[config.mk]
export PLATFORM = sky130hd
export DESIGN_NAME = drv_supervisor
export DESIGN_NICKNAME = d
export VERILOG_FILES = /design/src/rtl/drv_supervisor.sv
export SDC_FILE = /design/constraint.sdc
export NUM_CORES = 1
export LEC_CHECK = 0
export BUFFER_PORTS_ARGS = -buffer_cell sky130_fd_sc_hd__buf_2
export CORE_ASPECT_RATIO = 0.9
export CORE_MARGIN = 4
export CORE_UTILIZATION = 55
export CTS_CLUSTER_DIAMETER = 150
export DETAILED_ROUTE_END_ITERATION = 8
export PLACE_DENSITY = 0.91
export SLEW_MARGIN = 20
export SYNTH_ARGS = -nofsm -noshare
export SYNTH_HDL_FRONTEND = slang
export SYNTH_SLANG_ARGS = --single-unit
[constraint.sdc]
create_clock -name clk -period 3.1 [get_ports clk]
set_input_delay 0.62 -clock clk [delete_from_list [all_inputs] [get_ports clk]]
set_output_delay 0.62 -clock clk [all_outputs]
set_load 0.005 [all_outputs]
[src/rtl/drv_supervisor.sv]
module drv_supervisor #(
  parameter int TEMP_W      = 10,
  parameter int VDD_W       = 10,
  parameter int TEMP_TRIP   = 660,
  parameter int TEMP_HYST   = 60,
  parameter int UV_RISE     = 553,
  parameter int UV_HYST     = 20,
  parameter int WAKE_CYCLES = 100000
) (
  input  logic              clk,
  input  logic              rst_n,
  input  logic [TEMP_W-1:0] temp_code,
  input  logic              temp_valid,
  input  logic [VDD_W-1:0]  vdd_code,
  input  logic              vdd_valid,
  input  logic              gate_ok,
  input  logic              sleep_n,
  output logic              drive_en,
  output logic              home_req,
  output logic              step_ok
);
  localparam logic [TEMP_W-1:0] TRIP_C = TEMP_W'(TEMP_TRIP);
  localparam logic [TEMP_W-1:0] COOL_C = TEMP_W'(TEMP_TRIP - TEMP_HYST);
  localparam logic [VDD_W-1:0]  RISE_C = VDD_W'(UV_RISE);
  localparam logic [VDD_W-1:0]  FALL_C = VDD_W'(UV_RISE - UV_HYST);
  localparam int CW = (WAKE_CYCLES > 2) ? $clog2(WAKE_CYCLES) : 1;
  localparam logic [CW-1:0] LAST_C = CW'(WAKE_CYCLES - 1);

  logic          hot;
  logic          uv;
  logic          pending;
  logic [CW-1:0] cnt;

  always_ff @(posedge clk or negedge rst_n) begin
    if (!rst_n) hot <= 1'b0;
    else if (temp_valid) begin
      if (temp_code >= TRIP_C)      hot <= 1'b1;
      else if (temp_code <= COOL_C) hot <= 1'b0;
    end
  end

  always_ff @(posedge clk or negedge rst_n) begin
    if (!rst_n) uv <= 1'b1;
    else if (vdd_valid) begin
      if (vdd_code >= RISE_C)     uv <= 1'b0;
      else if (vdd_code < FALL_C) uv <= 1'b1;
    end
  end

  always_ff @(posedge clk or negedge rst_n) begin
    if (!rst_n) begin
      pending <= 1'b0;
      cnt     <= '0;
    end else if (!sleep_n) begin
      pending <= 1'b1;
      cnt     <= '0;
    end else if (uv) begin
      cnt <= '0;
    end else if (pending) begin
      if (cnt == LAST_C) begin
        pending <= 1'b0;
        cnt     <= '0;
      end else begin
        cnt <= cnt + 1'b1;
      end
    end
  end

  assign drive_en = sleep_n & gate_ok & ~hot & ~uv;
  assign home_req = uv | ~sleep_n;
  assign step_ok  = sleep_n & ~uv & ~pending;
endmodule

==> metrics.cfg <==
[outcome]
status = complete, no violations

[timing]
tightest_slew_ps = 565
drv_slew = 0
min_period_over_period = 0.710
final.setup.tns_ps = 0
hold_ws_ps = 244
setup_viol = 0
rsz0062_at_grt = false
skew_ps = 6.22
fin_crit_ps = 2200
hold_viol_final = 0
fmax_ghz = 0.454
slew_headroom = 0.618

[worst_setup_path]
cp.required_ps = 2480
cp_cell_sequence = and2b_1 -> clkinv_1 -> nor3b_1 -> buf_2
cp_slowest_stage_delay_ps = 410
critPathLaunch = uv
critical_path_class = flop to output port
timing.rr.start = cnt[3]
path_max_fanout = 9
start_kind = flop
cp_slowest_cell = dfstp_2
reg2regPathDepth = 4
cp-end-kind = output port
arrival_ps = 1580

[routing]
viasPerCell = 6.62
drc_errors = 0
wl_met2_um = 1520
route.met3.wl_um = 310
top_layer = met4
detail_route.first_pass.iterations = 5
met1Wirelength_um = 1250
postRouteAntennaNets = 0
drtIter0Drc = 89
post_drt_wl_per_cell_um = 16.5
wirelength_um = 3150
num_vias = 1264

[floorplanning]
core_area_mm2 = 0.00199
dieHeight_um = 52.3
start_util = 0.604
core.rowCount = 15
io_pins = 29
dieArea_mm2 = 0.00300
die_w_um = 57.3

[synth]
netlist_instances = 137
avgSynthCellArea_um2 = 8.77
ys_seq_area_frac = 0.418
ys_types = 43
yosysMostFrequentCell = dfrtp_1
yosysTopAreaCell = dfrtp_1
async_flop_share = 1.00
ys_ff_latch = 20
synth_edf_count = 0
synth_ff_type = dfrtp_1
synth_top_area_frac = 0.396
synth_area_mm2 = 0.00120
syn_nets = 164
ys_warn_count = 0
yosys-top-cells-count = 19 x dfrtp_1, 14 x nand2_1, 13 x nand3_1
ys_top_cells_by_area = dfrtp_1 40%, nand3_1 5.4%, nor4_1 4.7%, nand2_1 4.4%, nand4_1 3.1%

[clock_tree]
cts-resized-gates = 0
cts.reportedPaths.clkPinSlew_ps = 120
cts_tree = done
cts_max_path_buffers = 2
postCtsSetupBuffers = 0
insertion_delay_ps = 310
cts-root-buf = clkbuf_4
hold_buffers = 0
htreeDepth = 1
clock_sink_count = 20
cts_buffers = 3

[flow_run]
cap_violations = 0

[cells_and_area]
register_area_um2 = 502
syn2layout_area_growth_pct = 16.7
multi_input_area_um2 = 666
n_fill_cell = 161
final_nets = 194
antenna_cells = 0
drive_gt1_frac = 0.223

[grt]
grt_max_degree = 21
grt_usage = 0.230
gr-total-overflow = 0
grt_pass1_vias = 1221
antenna_found_initial = 0
grt_pass1_wl_um = 5420

[power_and_ir_drop]
p_leak_nw = 0.603
powerDensity_mw_per_mm2 = 347
total_power_mw = 0.486
ir_drop_mv = 0.307

[placed_design]
gp_congestion = 0.862
io_buffers = 28
hpwl_um = 2320

[hold_path]
min_path_type = input port to async pin

## state kept, by name, summed over array words and instances (netlist names)
name	count
cnt	17
hot	1
pending	1
uv	1
## per-layer routing
layer,global-route usage,vias up
met3,0.0616,12
met2,0.399,88
met5,0,-
met1,0.277,583
li1,-,581
met4,0.0734,0
## cells in the final DEF, fill, tap and decap left out, drive strengths merged, types with 2 or more instances in the layout
cell / instances
nor3: 3
dfrtp: 19
buf: 29
nor2: 10
clkbuf: 4
a21oi: 6
xnor2: 4
inv: 4
nand2: 14
nand4: 6
xor2: 3
a31oi: 2
nor4: 9
nand3b: 2
o21ai: 8
o211ai: 2
nor3b: 2
a22oi: 2
nand3: 13
or3: 2
## logic make-up (layout without fill, tap and decap cells)
family          count (synthesis)  after routing  share of synthesized area
xor+xnor                        7              7                     0.0510
flops                          20             20                      0.418
compound gates                 30             30                      0.170
simple gates                   70             70                      0.323
buf+inv                         9             38                     0.0281
fa+ha+maj                       1              1                     0.0104
## through the flow
step           area, µm²  worst slack, ps  cells   util
6_report            1400              900    191  0.704
5_1_grt             1400              721    191  0.704
4_1_cts             1400              906    191  0.704
3_5_place_dp        1370              973    187  0.686
3_3_place_gp        1370             1000    187  0.686
2_1_floorplan       1200             1240    137      -
## report_power, final
part           leakage [nW]  internal (mW)  switching, mW
registers             0.268          0.268        0.00646
clock network        0.0210         0.0717         0.0820
logic                 0.314         0.0261         0.0321
## final cells by class
type,instances,share of cell area
multi-input cells,108,0.475
well taps,25,0.0223
repair buffers,29,0.105
inverters,5,0.0134
clock buffers,4,0.0259
flip-flops and latches,20,0.358
## worst max-delay path, delay by kind of cell (launching register included)
kind,cells,cell delay [ps]
buffers and inverters,2,380
flip-flops,1,410
AND/OR/NAND/NOR,2,480
## path summary, 6_finish.rpt
kind                       endpoint  slack, ps
hold / removal               cnt[9]        240
min in group clk                 uv        480
setup / recovery           drive_en        900
hold reg to reg              cnt[1]        560
max in group asynchronous        uv       2510
setup reg to reg            cnt[15]       1010
Power figures use the tool's default switching activity.
